==> src/rtl/brt_pkg.sv <==
package brt_pkg;

    typedef enum logic [1:0] {
        ST_IDLE        = 2'd0,
        ST_ACTIVATING  = 2'd1,
        ST_ACTIVE      = 2'd2,
        ST_PRECHARGING = 2'd3
    } bank_state_e;

    typedef enum logic [1:0] {
        PG_OPEN        = 2'b00,
        PG_OPEN_ADAPT  = 2'b01,
        PG_CLOSE       = 2'b10,
        PG_CLOSE_ADAPT = 2'b11
    } page_policy_e;

    // timer slots of the per-bank countdown array
    localparam int unsigned TM_RCD   = 0;
    localparam int unsigned TM_RAS   = 1;
    localparam int unsigned TM_RP    = 2;
    localparam int unsigned TM_WR    = 3;
    localparam int unsigned TM_RTP   = 4;
    localparam int unsigned TM_COUNT = 5;

endpackage

==> src/rtl/brt_timer.sv <==
// Countdown for one minimum spacing. A load in cycle n makes the timer
// report expired from cycle n+LEN onward; expired_next_o is the value
// for the following cycle, so callers can register ready flags.
module brt_timer #(
    parameter int unsigned LEN = 1,
    parameter int unsigned CW  = 4
) (
    input  logic clk,
    input  logic rst_n,
    input  logic load_i,
    output logic expired_next_o
);
    localparam logic [CW-1:0] START = CW'(LEN - 1);

    logic [CW-1:0] cnt_q;
    logic [CW-1:0] cnt_d;

    always_comb begin
        if (load_i) begin
            cnt_d = START;
        end else if (cnt_q != '0) begin
            cnt_d = cnt_q - CW'(1);
        end else begin
            cnt_d = cnt_q;
        end
    end

    always_ff @(posedge clk) begin
        if (!rst_n) begin
            cnt_q <= '0;
        end else begin
            cnt_q <= cnt_d;
        end
    end

    assign expired_next_o = (cnt_d == '0);

endmodule

==> src/rtl/brt_page_policy.sv <==
// Access counter for the open row and the close-request decision.
module brt_page_policy #(
    parameter int unsigned MAX_ACC = 16
) (
    input  logic       clk,
    input  logic       rst_n,
    input  logic       act_ok_i,
    input  logic       col_ok_i,
    input  logic       pre_ok_i,
    input  logic [1:0] policy_i,
    input  logic       hit_queued_i,
    input  logic       conflict_queued_i,
    output logic       at_cap_next_o,
    output logic       close_req_o
);
    import brt_pkg::*;

    localparam int unsigned AW = $clog2(MAX_ACC + 1);
    localparam logic [AW-1:0] CAP      = AW'(MAX_ACC);
    localparam logic [AW-1:0] LAST_ACC = AW'(MAX_ACC - 1);

    page_policy_e  pol;
    logic [AW-1:0] acc_q;
    logic [AW-1:0] acc_d;
    logic          close_q;
    logic          close_d;
    logic          want_close;
    logic          cap_reached;

    assign pol = page_policy_e'(policy_i);

    always_comb begin
        unique case (pol)
            PG_OPEN:        want_close = 1'b0;
            PG_OPEN_ADAPT:  want_close = !hit_queued_i && conflict_queued_i;
            PG_CLOSE:       want_close = 1'b1;
            PG_CLOSE_ADAPT: want_close = !hit_queued_i;
            default:        want_close = 1'b0;
        endcase
    end

    assign cap_reached = col_ok_i && (acc_q == LAST_ACC);

    always_comb begin
        acc_d = acc_q;
        if (act_ok_i) begin
            acc_d = '0;
        end else if (col_ok_i && (acc_q != CAP)) begin
            acc_d = acc_q + AW'(1);
        end
    end

    always_comb begin
        close_d = close_q;
        if (act_ok_i || pre_ok_i) begin
            close_d = 1'b0;
        end else if (col_ok_i && (cap_reached || want_close)) begin
            close_d = 1'b1;
        end
    end

    always_ff @(posedge clk) begin
        if (!rst_n) begin
            acc_q   <= '0;
            close_q <= 1'b0;
        end else begin
            acc_q   <= acc_d;
            close_q <= close_d;
        end
    end

    assign at_cap_next_o = (acc_d == CAP);
    assign close_req_o   = close_q;

endmodule

==> src/rtl/bank_row_tracker.sv <==
module bank_row_tracker #(
    parameter int unsigned ROW_W   = 14,
    parameter int unsigned T_RCD   = 11,
    parameter int unsigned T_RAS   = 28,
    parameter int unsigned T_RP    = 11,
    parameter int unsigned T_WDATA = 4,
    parameter int unsigned T_WR    = 12,
    parameter int unsigned T_RTP   = 6,
    parameter int unsigned MAX_ACC = 16
) (
    input  logic             clk,
    input  logic             rst_n,
    input  logic             act_i,
    input  logic [ROW_W-1:0] act_row_i,
    input  logic             rd_i,
    input  logic             wr_i,
    input  logic             pre_i,
    input  logic [1:0]       policy_i,
    input  logic             hit_queued_i,
    input  logic             conflict_queued_i,
    input  logic [ROW_W-1:0] query_row_i,
    output logic             act_ready_o,
    output logic             col_ready_o,
    output logic             pre_ready_o,
    output logic             row_open_o,
    output logic [ROW_W-1:0] open_row_o,
    output logic             row_hit_o,
    output logic             close_req_o,
    output logic             err_o
);
    import brt_pkg::*;

    localparam int unsigned T_WPRE = T_WDATA + T_WR;
    localparam int unsigned T_SUM  = T_RCD + T_RAS + T_RP + T_WPRE + T_RTP;
    localparam int unsigned CW     = $clog2(T_SUM + 1);
    localparam int unsigned TLOAD [TM_COUNT] = '{T_RCD, T_RAS, T_RP, T_WPRE, T_RTP};

    bank_state_e      state_q;
    bank_state_e      state_d;
    logic [ROW_W-1:0] row_q;
    logic [ROW_W-1:0] row_d;

    logic act_rdy_q, col_rdy_q, pre_rdy_q, open_q, err_q;
    logic lone, any_strobe;
    logic act_ok, rd_ok, wr_ok, pre_ok, col_ok, bad_cmd;
    logic at_cap_d;
    logic close_req;

    logic [TM_COUNT-1:0] tm_load;
    logic [TM_COUNT-1:0] tm_exp_d;

    // command acceptance
    assign any_strobe = act_i | rd_i | wr_i | pre_i;
    assign lone       = ($countones({act_i, rd_i, wr_i, pre_i}) == 1);
    assign act_ok     = act_i && lone && act_rdy_q;
    assign rd_ok      = rd_i  && lone && col_rdy_q;
    assign wr_ok      = wr_i  && lone && col_rdy_q;
    assign pre_ok     = pre_i && lone && pre_rdy_q;
    assign col_ok     = rd_ok || wr_ok;
    assign bad_cmd    = any_strobe && !(act_ok || col_ok || pre_ok);

    // per-bank timing countdowns
    always_comb begin
        tm_load         = '0;
        tm_load[TM_RCD] = act_ok;
        tm_load[TM_RAS] = act_ok;
        tm_load[TM_RP]  = pre_ok;
        tm_load[TM_WR]  = wr_ok;
        tm_load[TM_RTP] = rd_ok;
    end

    for (genvar g = 0; g < TM_COUNT; g++) begin : g_tm
        brt_timer #(
            .LEN (TLOAD[g]),
            .CW  (CW)
        ) tm_i (
            .clk            (clk),
            .rst_n          (rst_n),
            .load_i         (tm_load[g]),
            .expired_next_o (tm_exp_d[g])
        );
    end

    brt_page_policy #(
        .MAX_ACC (MAX_ACC)
    ) pol_i (
        .clk               (clk),
        .rst_n             (rst_n),
        .act_ok_i          (act_ok),
        .col_ok_i          (col_ok),
        .pre_ok_i          (pre_ok),
        .policy_i          (policy_i),
        .hit_queued_i      (hit_queued_i),
        .conflict_queued_i (conflict_queued_i),
        .at_cap_next_o     (at_cap_d),
        .close_req_o       (close_req)
    );

    // next-state logic
    always_comb begin
        state_d = state_q;
        row_d   = row_q;
        unique case (state_q)
            ST_IDLE: begin
                if (act_ok) begin
                    row_d   = act_row_i;
                    state_d = tm_exp_d[TM_RCD] ? ST_ACTIVE : ST_ACTIVATING;
                end
            end
            ST_ACTIVATING: begin
                if (tm_exp_d[TM_RCD]) begin
                    state_d = ST_ACTIVE;
                end
            end
            ST_ACTIVE: begin
                if (pre_ok) begin
                    state_d = tm_exp_d[TM_RP] ? ST_IDLE : ST_PRECHARGING;
                end
            end
            ST_PRECHARGING: begin
                if (tm_exp_d[TM_RP]) begin
                    state_d = ST_IDLE;
                end
            end
            default: state_d = ST_IDLE;
        endcase
    end

    // state register
    always_ff @(posedge clk) begin
        if (!rst_n) begin
            state_q <= ST_IDLE;
            row_q   <= '0;
        end else begin
            state_q <= state_d;
            row_q   <= row_d;
        end
    end

    // registered outputs, computed from the next state
    always_ff @(posedge clk) begin
        if (!rst_n) begin
            act_rdy_q <= 1'b1;
            col_rdy_q <= 1'b0;
            pre_rdy_q <= 1'b0;
            open_q    <= 1'b0;
            err_q     <= 1'b0;
        end else begin
            act_rdy_q <= (state_d == ST_IDLE);
            col_rdy_q <= (state_d == ST_ACTIVE) && !at_cap_d;
            pre_rdy_q <= (state_d == ST_ACTIVE) && tm_exp_d[TM_RAS]
                         && tm_exp_d[TM_WR] && tm_exp_d[TM_RTP];
            open_q    <= (state_d == ST_ACTIVATING) || (state_d == ST_ACTIVE);
            err_q     <= err_q || bad_cmd;
        end
    end

    assign act_ready_o = act_rdy_q;
    assign col_ready_o = col_rdy_q;
    assign pre_ready_o = pre_rdy_q;
    assign row_open_o  = open_q;
    assign open_row_o  = row_q;
    assign row_hit_o   = open_q && (row_q == query_row_i);
    assign close_req_o = close_req;
    assign err_o       = err_q;

endmodule

==> config.mk <==
export PLATFORM = sky130hd
export DESIGN_NAME = bank_row_tracker
export DESIGN_NICKNAME = d
export VERILOG_FILES = /design/src/rtl/brt_pkg.sv /design/src/rtl/brt_timer.sv /design/src/rtl/brt_page_policy.sv /design/src/rtl/bank_row_tracker.sv
export SDC_FILE = /design/constraint.sdc
export NUM_CORES = 1
export LEC_CHECK = 0
export ABC_AREA = 1
export BUFFER_PORTS_ARGS = -buffer_cell sky130_fd_sc_hd__buf_2
export CAP_MARGIN = 0
export CORE_UTILIZATION = 48
export DETAILED_ROUTE_END_ITERATION = 8
export PLACE_DENSITY = 0.79
export SLEW_MARGIN = 20
export SYNTH_ARGS = -nofsm -noshare
export SYNTH_HDL_FRONTEND = slang
export SYNTH_SLANG_ARGS = --single-unit
==> constraint.sdc <==
create_clock -name clk -period 3.6 [get_ports clk]
set_input_delay 0.54 -clock clk [delete_from_list [all_inputs] [get_ports clk]]
set_output_delay 0.54 -clock clk [all_outputs]
set_load 0.05 [all_outputs]
==> impl_metrics.toml, run 1 <==
[yosys]
synthSimpleGateAreaFrac = 0.3505
synth_area_um2 = 3506
yosys_warnings = 0
ys_seq_elements = 62
synthFlopType = "dfxtp_1"
synth_fa_ha_area_frac = 0.06281
synth-compound-area-share = 0.09172
synthXorXnorAreaFrac = 0.04497
synth.area.mux_share = 0
syn_avg_cell_area_um2 = 6.929
async_reset_ff_frac = 0
synth_nets = 561
ys_seq_area_frac = 0.3540
ys_types = 37
synth_edf_count = 0
syn_inst = 506
synth_top_family_by_area = "simple AND/OR/NAND/NOR gates"

[power]
p_leak_nw = 2.121
p_per_area_nw_per_um2 = 845.7
ir_drop_uv = 389.2

[worst_setup_path]
arrival_ps = 3440
cp_cell_sequence = "buf_2, inv_1, fa_1, inv_1, ha_1, ha_1, nor2_4, nand3_1, nand3_1, nand2_1, inv_1, nand3_1, nor2_1, nor2_1, o21bai_2, ha_1, nand3_1, nor2_1, nand3_1, nor2_1, nand2_1, nor2_1"
cp-start-kind = "primary input"
cp_data_required_time_ps = 3890
end_kind = "flop"
reg2reg_to = "pre_ready_o"
worstPathMaxFanout = 3
critPathKind = "in2reg"
critPathMaxStageDelay_ps = 530
reg2reg_depth = 17
reg2reg_slack_ps = 1140
crit_end = "pre_ready_o"
cp_slowest_cell = "fa_1"
worstSetupStartpoint = "act_i"
r2r-start = "g_tm[2].tm_i.cnt_q[0]"

[global_routing]
antenna_found_initial = 0
grt_pass1_vias = 3189
grt_pass1_wl_um = 13590
grt_overflow_total = 0
grt_max_degree = 39
grt_usage = 0.2302

[placement]
post-place-ws_ps = 95.54
placement.io_buffers = 58
dpl.hpwl_um = 5925
gp_congestion = 0.8876

[timing]
setup_tns_ps = 0
fin_crit_ps = 3155
skew_ps = 10.05
slew_headroom = 0.5579
slew_viol_final = 0
setup_viol = 0
fmax_mhz = 317.0
fin_crit_sh = 0.8763
worst_pin_slew_ps = 662.2
rsz0062_at_grt = "false"
hold_viol = 0
finalWorstSetupSlack_ps = 445.2

[final_layout]
final_cell_mix = "nor2_1 (98), nand2_1 (89), inv_1 (74)"
seq_area_um2 = 1241
fin_nets = 625
multiInputGateArea_um2 = 1928
layout_commonest_cell = "nor2_1"
drive_gt1_frac = 0.1913
antenna_cells = 0
syn_to_final_growth_pct = 17.63
fillers = 675

[run]
maxCapViolCount = 0

[clock_network]
post_cts_resized = 0
cts_tree = "built"
insertion_delay_ps = 350
cts-root-buf = "clkbuf_8"
cts.clk_slew.worst_paths_ps = 70
post_cts_buffers = 0
cts_buffers = 9
cts_sinks = 62
clk_path_buf_depth = 2
htreeDepth = 3
hold_buffers = 0

[outcome]
status = "completed"

[floorplan]
fp.dieW_um = 87.46
core-area_um2 = 6907
die-area_um2 = 7649
fp.dieH_um = 87.46
rows = 30
start_util = 0.5076
pin_count = 59

[detailed_routing]
final_antenna_net_count = 0
wl_per_cell_um = 11.94
drcViolationCount = 0
viasPerCell = 4.990
drt_iter0_drc = 176
firstDrtPassIters = 5
num_vias = 3348
drt_wl_total_um = 8014

[worst_hold_path]
hold_class = "in2reg"
[flip-flops by register name, indices dropped and copies added (netlist names), 2 cells and up]
name	flops
state_q	2
g_tm.tm_i.cnt_q	35
pol_i.acc_q	5
open_row_o	14
[where the power goes]
| group | switching (mW) | internal [mW] | total [mW] |
|---|---|---|---|
| combinational | 1.17 | 0.631 | 1.80 |
| sequential | 0.131 | 0.877 | 1.01 |
| clock | 0.274 | 0.407 | 0.681 |
| total | 1.57 | 1.92 | 3.49 |
[layout make-up]
class | instances | share of cell area
clock buffers | 12 | 0.03519
clock inverters | 4 | 0.01699
inverters | 79 | 0.07251
multi-input cells | 356 | 0.4675
flip-flops and latches | 62 | 0.3010
well taps | 96 | 0.02913
repair buffers | 62 | 0.07767
[cells by family (layout without fill, tap and decap cells)]
kind of cell | Yosys count | after routing
and+or+nand+nor | 266 | 266
DFF | 62 | 62
buffers and inverters | 88 | 157
adders and majority gates | 17 | 17
AOI/OAI and AO/OA | 55 | 55
xor gates and xnor gates | 18 | 18
[worst min-delay path by stage]
stage                          startpoint                     to  slack (ps)  depth (start not counted)
floorplan           g_tm[0].tm_i.cnt_q[6]  g_tm[0].tm_i.cnt_q[6]         460                          2
global placement                    err_o                  err_o         460                          2
detailed placement                  err_o                  err_o         460                          2
CTS                          act_row_i[5]          open_row_o[5]         410                          3
global route                 act_row_i[4]          open_row_o[4]         430                          3
finish                       act_row_i[5]          open_row_o[5]         420                          3
[worst max-delay path, delay by kind of cell]
family	cells	cell delay [ps]
adder cells (fa/ha/maj)	4	1200
AND/OR/NAND/NOR	13	1270
AO/OA/AOI/OAI	1	170
buffers and inverters	4	260
[per-stage QoR]
step | hold slack [ps] | util | area [um^2] | instances | total power [mW]
after CTS | 411.4 | 0.5971 | 4124 | 671 | 3.495
after global placement | 455.4 | 0.5659 | 3909 | 655 | 2.744
after detailed placement | 463.8 | 0.5659 | 3909 | 655 | 2.793
after global routing | 426.7 | 0.5971 | 4124 | 671 | 3.808
after floorplan | 457.7 | - | 3506 | 506 | 2.422
final | 419.7 | 0.5971 | 4124 | 671 | 3.488
[synth_stat cells (5+ instances only)]
master	instances	area, um^2
nor2_1	98	367.9
nand2_1	89	334.1
inv_1	75	281.5
dfxtp_1	62	1241
nand3_1	32	160.2
o21ai_0	23	115.1
a21oi_1	16	80.08
ha_1	16	200.2
xor2_1	11	96.34
nor3_1	9	45.04
xnor2_1	7	61.31
clkbuf_1	6	22.52
nand4_1	6	37.54
nor2_2	6	37.54
or2_2	6	37.54
nand3b_1	5	37.54
[per-layer routing]
layer | vias up | GRT usage | wire length, um
li1 | 1722 | - | -
met1 | 1502 | 0.2750 | 3630
met2 | 100 | 0.3949 | 3760
met3 | 24 | 0.04455 | 415
met4 | 0 | 0.1118 | 207
met5 | - | 0 | 0
Note: power is estimated with default switching activity, not from simulation.
==> run 2: changes to the inputs <==
- PLACE_DENSITY: 0.79 -> 0.78
- SYNTH_HIERARCHICAL: unset -> 1
==> impl_metrics.toml, run 2 <==
[detailed_routing]
drt_iter0_drc = 212
final_antenna_net_count = 0
viasPerCell = 4.872
wl_per_cell_um = 11.29
drcViolationCount = 0
num_vias = 3625
drt_wl_total_um = 8402
firstDrtPassIters = 5

[placement]
place_inst = 731
place_area_um2 = 4320
dpl.hpwl_um = 6702
placement.io_buffers = 58
gp_congestion = 0.9170
post-place-ws_ps = 28.30

[timing]
finalWorstSetupSlack_ps = 383.1
skew_ps = 7.873
rsz0062_at_grt = "false"
setup_viol = 0
fin_crit_ps = 3217
whs_ps = 441.4
fmax_mhz = 310.9
setup_tns_ps = 0
fin_crit_sh = 0.8936
slew_viol_final = 0
slew_headroom = 0.6114
worst_pin_slew_ps = 578.5
hold_viol = 0

[final_layout]
syn_to_final_growth_pct = 13.82
fin_cells = 744
largest_reg_flops = 35
post-route-cell-area_um2 = 4482
fin_nets = 697
fillers = 744
top_register = "g_tm.tm_i/cnt_q"
final_cell_mix = "nand2_1 (110), nor2_1 (96), inv_1 (95)"
antenna_cells = 0
fin_util = 0.5711
drive_gt1_frac = 0.2056
layout_commonest_cell = "nand2_1"

[yosys]
synth_fa_ha_area_frac = 0.06228
ys_seq_area_frac = 0.3152
synthXorXnorAreaFrac = 0.03559
ys_seq_elements = 62
synth_top_cell_by_area = "dfxtp_1"
ys_types = 34
async_reset_ff_frac = 0
synth_top_area_frac = 0.3152
synth-compound-area-share = 0.06006
synth_common_cells = "nand2_1 (110), nor2_1 (96), inv_1 (95)"
synth_nets = 631
synth_area_um2 = 3938
syn_avg_cell_area_um2 = 6.860
synth_edf_count = 0
synth.area.mux_share = 0
syn_inst = 574
synthTopCellsByArea = "dfxtp_1 (32%), nand2_1 (10%), nor2_1 (9.2%)"
synthFlopType = "dfxtp_1"
synth.most_common_cell = "nand2_1"
yosys_warnings = 6
synth_top_family_by_area = "simple AND/OR/NAND/NOR gates"
synthSimpleGateAreaFrac = 0.4194

[worst_setup_path]
cp_top_family = "simple AND/OR/NAND/NOR gates"
critPathMaxStageDelay_ps = 540
critPathKind = "in2reg"
cp-start-kind = "primary input"
cp_data_required_time_ps = 3820
arrival_ps = 3440
crit_buf_inv = 5
worstPathMaxFanout = 5
end_kind = "flop"
cp_slowest_cell = "fa_1"
cp_cell_sequence = "buf_2, inv_1, fa_1, inv_1, ha_1, ha_1, nor2_2, nand2_2, nor2_8, inv_1, nand2_4, inv_2, nand2_1, nand3_1, nor2_1, nor2_1, a21oi_1, nand2_1, ha_1, or2_2"
reg2reg_slack_ps = 1320

[clock_network]
cts_tree = "built"
hold_buffers = 0
cts-root-buf = "clkbuf_8"
clk_path_buf_depth = 2
insertion_delay_ps = 340
post_cts_resized = 0
cts_sinks = 62
htreeDepth = 3
post_cts_buffers = 0
cts_buffers = 9
cts.clk_slew.worst_paths_ps = 60

[power]
p_per_area_nw_per_um2 = 871.5
p_total_mw = 3.906
p_leak_nw = 2.280
ir_drop_uv = 519.4

[global_routing]
grt_pass1_vias = 3550
grt_overflow_total = 0
grt_max_degree = 29
grt_usage = 0.2131
grt_pass1_wl_um = 14820
antenna_found_initial = 0

[outcome]
status = "completed"

[floorplan]
rows = 32
core-area_um2 = 7848
pin_count = 59
die-area_um2 = 8569
fp.dieH_um = 92.57
start_util = 0.5018
fp.dieW_um = 92.57

[run]
maxCapViolCount = 0

[worst_hold_path]
hold_class = "in2reg"
[run 2: changes by cell type after synthesis, moves of 5 or more]
| cell | before | now |
|---|---|---|
| nand3_1 | 32 | 49 |
| nand4_1 | 6 | 15 |
| o21ai_0 | 23 | 11 |
| inv_1 | 75 | 95 |
| nor2_4 | 3 | 13 |
| o21ai_1 | 1 | 11 |
| nand2_2 | 1 | 10 |
| a21oi_1 | 16 | 10 |
| nand3b_1 | 5 | 0 |
| nand2_1 | 89 | 110 |
| clkbuf_1 | 6 | 1 |
| nor2_2 | 6 | 11 |
[run 2: worst min-delay path: cells and delay by family]
family,cells,cell delay [ps]
AO/OA/AOI/OAI,1,60
AND/OR/NAND/NOR,1,70
buffers and inverters,1,70
[run 2: area by class of cell]
| type | count | area (um^2) | area share |
|---|---|---|---|
| clock buffers | 11 | 151.4 | 0.03378 |
| clock inverters | 2 | 10.01 | 0.002233 |
| inverters | 100 | 380.4 | 0.08487 |
| multi-input cells | 408 | 2273 | 0.5073 |
| flip-flops and latches | 62 | 1241 | 0.2769 |
| well taps | 102 | 127.6 | 0.02848 |
| repair buffers | 59 | 297.8 | 0.06644 |
[run 2: power by group]
| group | leakage (nW) | internal, mW | switching [mW] |
|---|---|---|---|
| Sequential | 0.509 | 0.889 | 0.212 |
| Clock | 0.0869 | 0.273 | 0.244 |
| Combinational | 1.68 | 0.821 | 1.47 |
| Total | 2.28 | 1.98 | 1.92 |
[run 2: path summary, 6_finish.rpt]
| check | from | end | depth (start not counted) |
|---|---|---|---|
| worst max-delay path | act_i | act_ready_o | 20 |
| worst min-delay path | act_row_i[11] | open_row_o[11] | 3 |
| worst max register to register | g_tm[0].tm_i/cnt_q[0] | act_ready_o | 15 |
| worst min register to register | pol_i/close_req_o | pol_i/close_req_o | 2 |
[run 2: per-layer routing]
metal  GRT usage  share of wire  vias up
met1      0.2546           0.45     1647
met4     0.06771          0.012        0
met3     0.04351          0.035       10
met5           0              0        -
met2      0.3796           0.50       54
li1            -              -     1914
[run 2: cell families (layout without fill, tap and decap cells)]
group           after synthesis  count (layout)
fa+ha+maj                    19              19
compound gates               41              41
simple gates                332             332
buf+inv                     104             172
flops                        62              62
xor+xnor                     16              16
==> run 3: changes to the inputs <==
- PLACE_DENSITY: 0.78 -> 0.79
==> impl_metrics.toml, run 3 (synthesized netlist as in run 2, its figures left out) <==
[floorplan]
start_util = 0.5018
core-area_um2 = 7848
die-area_um2 = 8569
pin_count = 59
fp.dieW_um = 92.57
rows = 32
fp.dieH_um = 92.57

[worst_setup_path]
worstSetupStartpoint = "act_i"
cp_cell_sequence = "buf_2, inv_1, fa_1, inv_1, ha_1, ha_1, nor2_2, nand2_2, nor2_8, inv_1, nand2_4, inv_2, nand2_1, nand3_1, nor2_1, nor2_1, a21oi_1, nand2_1, ha_1, or2_2"
crit_buf_inv = 5
worstPathMaxFanout = 5
end_kind = "flop"
cp_data_required_time_ps = 3830
reg2reg_slack_ps = 1300
cp_top_family = "simple AND/OR/NAND/NOR gates"
critPathKind = "in2reg"
cp-start-kind = "primary input"
arrival_ps = 3440
r2r-start = "g_tm[0].tm_i/cnt_q[0]"
critPathMaxStageDelay_ps = 530
cp_slowest_cell = "fa_1"

[power]
ir_drop_uv = 516.0
p_leak_nw = 2.299
p_per_area_nw_per_um2 = 884.5
p_total_mw = 3.999

[global_routing]
grt_pass1_vias = 3509
grt_usage = 0.2088
grt_overflow_total = 0
grt_pass1_wl_um = 14450
antenna_found_initial = 0
grt_max_degree = 29

[placement]
post-place-ws_ps = 56.96
gp_congestion = 0.8925
dpl.hpwl_um = 6534
place_inst = 731
placement.io_buffers = 58

[detailed_routing]
final_antenna_net_count = 0
wl_per_cell_um = 11.08
firstDrtPassIters = 4
viasPerCell = 4.930
drt_wl_total_um = 8280
num_vias = 3683
drcViolationCount = 0
drt_iter0_drc = 146

[final_layout]
fillers = 760
final_cell_mix = "nand2_1 (110), nor2_1 (96), inv_1 (95)"
antenna_cells = 0
top_register = "g_tm.tm_i/cnt_q"
fin_cells = 747
layout_commonest_cell = "nand2_1"
fin_nets = 697
syn_to_final_growth_pct = 14.81
largest_reg_flops = 35
drive_gt1_frac = 0.2078

[clock_network]
hold_buffers = 0
cts.clk_slew.worst_paths_ps = 70
cts-root-buf = "clkbuf_8"
clk_path_buf_depth = 2
cts_buffers = 9
htreeDepth = 3
insertion_delay_ps = 340
cts_sinks = 62
post_cts_resized = 0
cts_tree = "built"
post_cts_buffers = 0

[worst_hold_path]
hp-start = "act_row_i[5]"
hold_class = "in2reg"

[timing]
slew_headroom = 0.6729
hold_viol = 0
skew_ps = 10.04
fmax_mhz = 311.5
fin_crit_ps = 3210
setup_viol = 0
slew_viol_final = 0
rsz0062_at_grt = "false"
worst_pin_slew_ps = 490.6
fin_crit_sh = 0.8918
setup_tns_ps = 0
finalWorstSetupSlack_ps = 389.6

[run]
maxCapViolCount = 0

[outcome]
status = "completed"
[run 3: power breakdown]
part           internal [mW]  total [mW]  switching [mW]
sequential             0.889        1.10           0.212
combinational          0.820        2.28            1.46
clock                  0.354       0.614           0.260
[run 3: through the flow]
stage,instance area (um^2),util,hold slack [ps]
6_report,4521,0.5761,439.6
2_1_floorplan,3938,-,500.1
5_1_grt,4521,0.5761,429.1
3_5_place_dp,4320,0.5505,442.1
4_1_cts,4521,0.5761,420.0
3_3_place_gp,4320,0.5505,436.6
[run 3: path summary, 6_finish.rpt]
path,to,cells after the start
setup reg to reg,act_ready_o,15
hold / removal,open_row_o[5],3
hold reg to reg,err_o,2
setup / recovery,act_ready_o,20
[run 3: area by class of cell]
type	instances	area [um^2]	share of cell area
Multi-Input combinational cell	408	2273	0.5029
Sequential cell	62	1241	0.2746
Tap cell	102	127.6	0.02823
Inverter	100	380.4	0.08414
Clock buffer	12	155.1	0.03432
Timing Repair Buffer	59	297.8	0.06587
Clock inverter	4	45.04	0.009964
[run 3: layer usage]
metal  GRT usage  part of all wire  up-vias
met5           0                 0        -
met4     0.07422            0.0087        0
met3     0.06322             0.042        8
met2      0.3549              0.49       72
met1      0.2475              0.46     1686
li1            -                 -     1917
[run 3: worst reg2reg max path: cells and delay by family, from the launching register on]
| family | cells | cell delay, ps |
|---|---|---|
| fa+ha+maj | 2 | 370 |
| flops | 1 | 300 |
| buf+inv | 2 | 240 |
| compound gates | 1 | 120 |
| simple gates | 10 | 1180 |
